## src/rtl/ocm_pkg.sv

```systemverilog
package ocm_pkg;

    typedef enum logic [0:0] {
        ST_OPEN   = 1'b0,
        ST_FROZEN = 1'b1
    } ocm_state_e;

endpackage

```

## src/rtl/ocm_edge_detect.sv

```systemverilog
module ocm_edge_detect #(
    parameter int NUM_CH = 16
) (
    input  logic              clk_i,
    input  logic              rst_ni,
    input  logic [NUM_CH-1:0] oc_flag_i,
    input  logic [NUM_CH-1:0] irq_en_i,
    input  logic [NUM_CH-1:0] in_mode_i,
    output logic [NUM_CH-1:0] event_o,
    output logic [NUM_CH-1:0] rearm_o
);

    logic [NUM_CH-1:0] oc_q;
    logic [NUM_CH-1:0] en_q;

    for (genvar ch = 0; ch < NUM_CH; ch++) begin : g_chan
        always_ff @(posedge clk_i or negedge rst_ni) begin
            if (!rst_ni) begin
                oc_q[ch] <= 1'b0;
                en_q[ch] <= 1'b0;
            end else begin
                oc_q[ch] <= oc_flag_i[ch];
                en_q[ch] <= irq_en_i[ch];
            end
        end

        // new message: flag edge on an enabled output-mode channel
        assign event_o[ch] = oc_flag_i[ch] & ~oc_q[ch] & irq_en_i[ch] & ~in_mode_i[ch];
        // enable re-armed: clear this channel's message
        assign rearm_o[ch] = irq_en_i[ch] & ~en_q[ch];
    end

endmodule

```

## src/rtl/ocm_ctrl.sv

```systemverilog
module ocm_ctrl
    import ocm_pkg::*;
(
    input  logic clk_i,
    input  logic rst_ni,
    input  logic rd_hit_i,
    input  logic eoi_i,
    output logic frozen_o,
    output logic to_hold_o,
    output logic load_o
);

    ocm_state_e state_q;
    ocm_state_e state_d;

    always_ff @(posedge clk_i or negedge rst_ni) begin
        if (!rst_ni) begin
            state_q <= ST_OPEN;
        end else begin
            state_q <= state_d;
        end
    end

    // transitions: FREEZE, RELEASE, IDLE_ACK
    always_comb begin
        state_d = state_q;
        unique case (state_q)
            ST_OPEN: begin
                if (eoi_i) begin
                    state_d = ST_OPEN;      // IDLE_ACK
                end else if (rd_hit_i) begin
                    state_d = ST_FROZEN;    // FREEZE
                end
            end
            ST_FROZEN: begin
                if (eoi_i) begin
                    state_d = ST_OPEN;      // RELEASE
                end
            end
            default: state_d = ST_OPEN;
        endcase
    end

    always_comb begin
        frozen_o  = 1'b0;
        to_hold_o = 1'b0;
        load_o    = 1'b0;
        unique case (state_q)
            ST_OPEN: begin
                load_o    = eoi_i;
                to_hold_o = rd_hit_i & ~eoi_i;
            end
            ST_FROZEN: begin
                frozen_o  = 1'b1;
                load_o    = eoi_i;
                to_hold_o = ~eoi_i;
            end
            default: begin
                frozen_o  = 1'b0;
            end
        endcase
    end

endmodule

```

## src/rtl/ocm_msg_store.sv

```systemverilog
module ocm_msg_store #(
    parameter int NUM_CH = 16
) (
    input  logic              clk_i,
    input  logic              rst_ni,
    input  logic [NUM_CH-1:0] event_i,
    input  logic [NUM_CH-1:0] rearm_i,
    input  logic              to_hold_i,
    input  logic              load_i,
    output logic [NUM_CH-1:0] msg_o,
    output logic [NUM_CH-1:0] hold_o
);

    for (genvar ch = 0; ch < NUM_CH; ch++) begin : g_bit
        logic msg_q, hold_q, msg_d, hold_d;

        always_comb begin
            msg_d  = msg_q;
            hold_d = hold_q;
            if (load_i) begin
                msg_d  = hold_q | event_i[ch];
                hold_d = 1'b0;
            end else if (to_hold_i) begin
                hold_d = hold_q | event_i[ch];
            end else begin
                msg_d  = msg_q | event_i[ch];
            end
            if (rearm_i[ch]) begin
                msg_d  = 1'b0;
                hold_d = 1'b0;
            end
        end

        always_ff @(posedge clk_i or negedge rst_ni) begin
            if (!rst_ni) begin
                msg_q  <= 1'b0;
                hold_q <= 1'b0;
            end else begin
                msg_q  <= msg_d;
                hold_q <= hold_d;
            end
        end

        assign msg_o[ch]  = msg_q;
        assign hold_o[ch] = hold_q;
    end

endmodule

```

## src/rtl/ocm_msg_latch.sv

```systemverilog
module ocm_msg_latch #(
    parameter int          NUM_CH   = 16,
    parameter int          REG_W    = 8,
    parameter int          ADDR_W   = 8,
    parameter logic [7:0]  MSG_BASE = 8'h06
) (
    input  logic              clk_i,
    input  logic              rst_ni,
    input  logic [15:0]       oc_flag_i,
    input  logic [15:0]       irq_en_i,
    input  logic [15:0]       in_mode_i,
    input  logic              rd_stb_i,
    input  logic [ADDR_W-1:0] rd_addr_i,
    input  logic              eoi_i,
    output logic [REG_W-1:0]  msg_lo_o,
    output logic [REG_W-1:0]  msg_hi_o,
    output logic              irq_n_o
);

    localparam int NUM_REG = NUM_CH / REG_W;

    logic [NUM_CH-1:0] ev;
    logic [NUM_CH-1:0] rearm;
    logic [NUM_CH-1:0] msg_q;
    logic [NUM_CH-1:0] hold_q;
    logic [NUM_CH-1:0] visible;
    logic              rd_hit;
    logic              frozen;
    logic              to_hold;
    logic              load;

    assign rd_hit = rd_stb_i
                  && (rd_addr_i >= ADDR_W'(MSG_BASE))
                  && (rd_addr_i <  ADDR_W'(MSG_BASE) + ADDR_W'(NUM_REG));

    ocm_edge_detect #(.NUM_CH(NUM_CH)) u_edge (
        .clk_i     (clk_i),
        .rst_ni    (rst_ni),
        .oc_flag_i (oc_flag_i),
        .irq_en_i  (irq_en_i),
        .in_mode_i (in_mode_i),
        .event_o   (ev),
        .rearm_o   (rearm)
    );

    ocm_ctrl u_ctrl (
        .clk_i     (clk_i),
        .rst_ni    (rst_ni),
        .rd_hit_i  (rd_hit),
        .eoi_i     (eoi_i),
        .frozen_o  (frozen),
        .to_hold_o (to_hold),
        .load_o    (load)
    );

    ocm_msg_store #(.NUM_CH(NUM_CH)) u_store (
        .clk_i     (clk_i),
        .rst_ni    (rst_ni),
        .event_i   (ev),
        .rearm_i   (rearm),
        .to_hold_i (to_hold),
        .load_i    (load),
        .msg_o     (msg_q),
        .hold_o    (hold_q)
    );

    assign visible  = msg_q & ~in_mode_i;
    assign msg_lo_o = visible[REG_W-1:0];
    assign msg_hi_o = visible[2*REG_W-1:REG_W];
    assign irq_n_o  = ~|((msg_q | hold_q) & ~in_mode_i);

endmodule

```

## config.mk

```make
export PLATFORM = sky130hd
export DESIGN_NAME = ocm_msg_latch
export DESIGN_NICKNAME = d
export VERILOG_FILES = /design/src/rtl/ocm_pkg.sv /design/src/rtl/ocm_edge_detect.sv /design/src/rtl/ocm_ctrl.sv /design/src/rtl/ocm_msg_store.sv /design/src/rtl/ocm_msg_latch.sv
export SDC_FILE = /design/constraint.sdc
export NUM_CORES = 1
export LEC_CHECK = 0
export ABC_AREA = 1
export CAP_MARGIN = 25
export CORE_AREA = 2 2 84 94
export CTS_BUF_LIST = sky130_fd_sc_hd__clkbuf_4
export DETAILED_ROUTE_END_ITERATION = 12
export DIE_AREA = 0 0 86 96
export DONT_BUFFER_PORTS = 1
export PLACE_DENSITY_LB_ADDON = 0.05
export SYNTH_ARGS = -nofsm -noshare
export SYNTH_HDL_FRONTEND = slang
export SYNTH_SLANG_ARGS = --single-unit
```

## constraint.sdc

```tcl
create_clock -name clk_i -period 1.3 [get_ports clk_i]
set_input_delay 0.065 -clock clk_i [delete_from_list [all_inputs] [get_ports clk_i]]
set_output_delay 0.065 -clock clk_i [all_outputs]
set_load 0.005 [all_outputs]
```

==> Word-level counts from Yosys, hierarchy flattened <==
Index checks and enable logic that the tools add are counted.
Widths: inputs -> output; s select.
{ "word_totals": {"ff_bits": 65, "out_inout_bits": 17} }
{ "op_classes": {"n_mux": 101, "reduce_logical": 20, "n_eq_ne": 16, "order_cmp": 2, "bitwise_logic": 151} }
{ "op_table": {"columns": ["cell", "count"], "rows": [
  ["$mux 1", 99],
  ["$and 1x1->1", 65],
  ["$not 1->1", 50],
  ["$ne 3x3->1 const B", 16],
  ["$reduce_bool 3->1", 16],
  ["$and 16x16->16", 2],
  ["$or 1x1->1", 32],
  ["$not 16->16", 1],
  ["$or 16x16->16", 1],
  ["$reduce_or 16->1", 1],
  ["$ge 8x3->1 const B", 1],
  ["$lt 8x4->1 const B", 1],
  ["$pmux 1 s2", 2],
  ["$logic_and 1x1->1", 2],
  ["$logic_not 1->1", 1]
]} }

==> Logic depth before layout (Yosys ltp) <==
{ "logic_depth": {"ltp_word": 8, "depth_mapped": 9, "ltp_nobuf": 8} }

==> Modules after synthesis <==
Synthesis repeated with hierarchy kept, for this count alone.
{ "unflattened": {"cells_unflattened": 529, "hier_area_um2": 3651.0} }
{ "by_module_without_submodules": {"columns": ["module", "cells_each", "area_each_um2", "instances"], "rows": [
  ["ocm_msg_store", 313, 2065.7, 1],
  ["ocm_edge_detect", 144, 1221.2, 1],
  ["ocm_msg_latch", 68, 324.1, 1],
  ["ocm_ctrl", 4, 40.0, 1]
]} }

==> Worst setup path before layout <==
No wires, ideal clock.
{ "synth_timing": {"path_type": "register to register", "from": "register u_ctrl.state_q", "to": "register u_store.g_bit[0].hold_q", "path_buffers": 2, "slack_ns": 0.369, "arrival_time_ns": 0.814, "setup_time_ns": 0.117, "path_stages_with_launch": 7, "path_cell_list": "dfrtp_1 > inv_1 > nand2_2 > buf_6 > buf_8 > nand4_1 > nand2_1"} }
{ "synth_between": {"elab_chain_len": 3} }
{ "synth_lines": {"columns": ["item", "line_no", "rtl"], "rows": [
  ["from (decl)", "ocm_ctrl.sv:13", "ocm_state_e state_q;"],
  ["from (signal assigned)", "ocm_ctrl.sv:20", "state_q <= state_d;"],
  ["$not 1->1", "ocm_ctrl.sv:48", "unique case (state_q)"],
  ["$pmux 1 s2 (*)", "ocm_ctrl.sv:48", null],
  ["$reduce_bool 3->1 (no line) (*)", null, null],
  ["to (signal assigned)", "ocm_msg_store.sv:40", "hold_q <= hold_d;"],
  ["to (decl)", "ocm_msg_store.sv:15", "logic msg_q, hold_q, msg_d, hold_d;"]
]} }
Every way passes the cells marked *; elsewhere a longest branch is shown, timed or not.
A chain may end at the register's enable or synchronous reset.

==> Final worst setup path <==
{ "layout_timing": {"from": "register u_store.g_bit[6].msg_q", "to": "output port irq_n_o"} }
{ "layout_between": {"elab_chain_len": 4} }
{ "layout_lines": {"columns": ["item", "line_no", "rtl"], "rows": [
  ["from (decl)", "ocm_msg_store.sv:15", null],
  ["from (signal assigned)", "ocm_msg_store.sv:39", "msg_q <= msg_d;"],
  ["$or 16x16->16", "ocm_msg_latch.sv:70", "assign irq_n_o = ~|((msg_q | hold_q) & ~in_mode_i);"],
  ["$and 16x16->16", "ocm_msg_latch.sv:70", null],
  ["$reduce_or 16->1", "ocm_msg_latch.sv:70", null],
  ["$logic_not 1->1", "ocm_msg_latch.sv:70", null],
  ["to (decl)", "ocm_msg_latch.sv:17", "output logic irq_n_o"]
]} }
Every way passes these cells.

==> flow_summary.json <==
{
  "fp.dieH_um": 96,
  "syn_area_um2": 3084,
  "core.rowCount": 33,
  "fin_setup_tns_ps": -199.5,
  "grt_pass1_wl_um": 11560,
  "vias_per_cell": 4.889,
  "diodes": 0,
  "fillers": 718,
  "path_cells": "o21bai_1 -> o21ai_0 -> nor2_1 -> nand2_1 -> nor2_2",
  "ys_top_cells_by_area": "dfrtp_1 (53%), nand2_1 (11%), nor2_1 (8.8%)",
  "finalWirelength_um": 6973,
  "initial_utilization": 0.4220,
  "finalHoldViolations": 65,
  "yosysSeqAreaShare": 0.5274,
  "ir_drop_v": 0.0008505,
  "arrival_ps": 1430,
  "htreeDepth": 3,
  "drc_errors": 0,
  "cts.clk_slew.worst_paths_ps": 120,
  "crit_slowest_cell": "dfrtp_1",
  "setup_viol": 1,
  "hold_ws_ps": -671.8,
  "rsz0062_at_grt": "true",
  "max_stage_delay_ps": 420,
  "maxCapViolations": 0,
  "track_usage": 0.1795,
  "fin_crit_ps": 1500,
  "drt_iter0_drc": 98,
  "die_area_um2": 8256,
  "post-route-period-util": 1.153,
  "ctsHoldBuffers": 49,
  "ys_types": 20,
  "maxSlewHeadroom": 0.7834,
  "dp_hpwl_um": 4545,
  "syn_to_final_growth_pct": 24.50,
  "syn_avg_cell_area_um2": 7.769,
  "dp_worst_setup_slack_ps": 154.4,
  "synth_top_area_cell": "dfrtp_1",
  "routedWlPerCell_um": 12.68,
  "yosysWarnings": 0,
  "tightest_slew_ps": 324.4,
  "grt-ovfl-total": 0,
  "violations": "negative hold slack, negative setup slack",
  "tritoncts": "built",
  "grt_max_degree": 66,
  "cp.required_ps": 1240,
  "cp_max_fo": 4,
  "crit_type": "flop to output pin",
  "drive_above_1_share": 0.07559,
  "grt_pass1_vias": 2612,
  "gp_congestion": 0.7823,
  "die-width_um": 86,
  "cts.sinks": 65,
  "nets": 518,
  "cts_buffers": 9,
  "io_buffers": 0,
  "fmax_mhz": 666.9,
  "dr.pass1.iters": 6,
  "antenna_left": 0,
  "antenna_found_initial": 0,
  "postSynthCellCount": 397,
  "hold_path_class": "input port to async pin",
  "synth_seq_cells": 65,
  "clk_latency_ps": 410,
  "end_kind": "output pin",
  "core_region_area_um2": 7308,
  "setup_ws_ps": -199.5,
  "dr_total_vias": 2689,
  "yosysTopAreaCellShare": 0.5274,
  "max-clock-path-buffers": 2,
  "p_leak_nw": 1.949,
  "clockRootBuffer": "clkbuf_4",
  "io_pins": 77,
  "status": "complete, but fails checks",
  "startpoint_type": "flop",
  "synth.net_count": 457,
  "power_per_cell_area_nw_per_um2": 1021,
  "fin_worst_skew_ps": 15.82,
  "slew_viol_final": 0
}
## Yosys cell counts, drive strengths merged
master	number
a21oi	13
inv	60
dfrtp	65
o22ai	1
o21bai	6
nand4	7
nand3	40
o21ai	27
buf	10
nor2	72
nor3	1
o211ai	5
nand2	90
## what timing repair did
action | in CTS | in global routing
hold endpoints to repair | 129 | 65
resized for setup | 2 | 3
buffers inserted | 3 | 3
endpoints found under the setup margin | 1 | 1
pin swaps | 3 | 4
## critical path: cells and delay by family, from the launching register on
kind / cells / cell delay (ps)
compound gates: 2 / 290
flops: 1 / 420
simple gates: 3 / 330
## final timing paths
path                            slack [ps]               startpoint  cells past startpoint                       end
worst max-delay path                  -200   u_store.g_bit[6].msg_q                      5                   irq_n_o
worst min-delay path                  -670                   rst_ni                      0            u_edge.en_q[0]
worst max register to register         240  u_store.g_bit[14].msg_q                      7   u_store.g_bit[14].msg_q
worst min register to register         500  u_store.g_bit[5].hold_q                      2   u_store.g_bit[5].hold_q
max in group asynchronous             1850                   rst_ni                      0  u_store.g_bit[15].hold_q
min in group clk_i                      30             irq_en_i[11]                      5   u_store.g_bit[11].msg_q
## layout make-up
cell class	instances	area [um2]	share of cell area
Clock buffer	10	75.07	0.01955
Tap cell	87	108.9	0.02835
Clock inverter	6	58.81	0.01531
Sequential cell	65	1627	0.4236
Timing Repair Buffer	60	583.1	0.1518
Inverter	60	225.2	0.05865
Multi-Input combinational cell	262	1162	0.3027
## flip-flops by register name (all words and copies together) (netlist names)
name and cells:
u_ctrl.state_q 1, u_edge.en_q 16, u_edge.oc_q 16, u_store.g_bit.hold_q 16, u_store.g_bit.msg_q 16
## where the power goes
group          leakage (nW)  switching, W  internal [W]
clock network        0.0698      0.000736      0.000595
logic                  1.06      0.000226      0.000217
registers             0.821     0.0000396       0.00211
total                  1.95       0.00100       0.00292
## per-layer routing
metal | track usage | wire length, um | vias to the layer above
met5 | 0 | 0 | -
met3 | 0.05489 | 345 | 7
met2 | 0.3004 | 3363 | 49
met4 | 0.06349 | 80 | 0
met1 | 0.2200 | 3183 | 1267
li1 | - | - | 1366
## cell usage in the layout (no fill, tap or decap), types with 3 or more instances in the layout
cell type      count
o21bai_1           6
nand2_2            3
clkbuf_4          10
nor2_1            70
o211ai_1           5
nand4_1            7
buf_4             11
inv_1             58
dlygate4sd3_1     48
dfrtp_1           65
a21oi_1           13
o21ai_0           23
nand3_1           40
nand2_1           87
o21ai_1            3
## stage by stage
step | hold slack (ps) | total power, W | instances | cell area (um2) | utilization
floorplan | -230.6 | 0.002412 | 397 | 3084 | -
global placement | -228.9 | 0.002449 | 479 | 3156 | 0.4318
detailed placement | -228.6 | 0.002454 | 479 | 3156 | 0.4318
CTS | -698.7 | 0.003968 | 547 | 3815 | 0.5220
global route | -711.6 | 0.004130 | 550 | 3840 | 0.5254
finish | -671.8 | 0.003920 | 550 | 3840 | 0.5254
## cells by family after synthesis
kind of cell | count (synthesis) | synth area share
compound gates | 52 | 0.09493
buf+inv | 70 | 0.09736
flops | 65 | 0.5274
simple gates | 210 | 0.2803
Note: power is estimated with default switching activity, not from simulation.
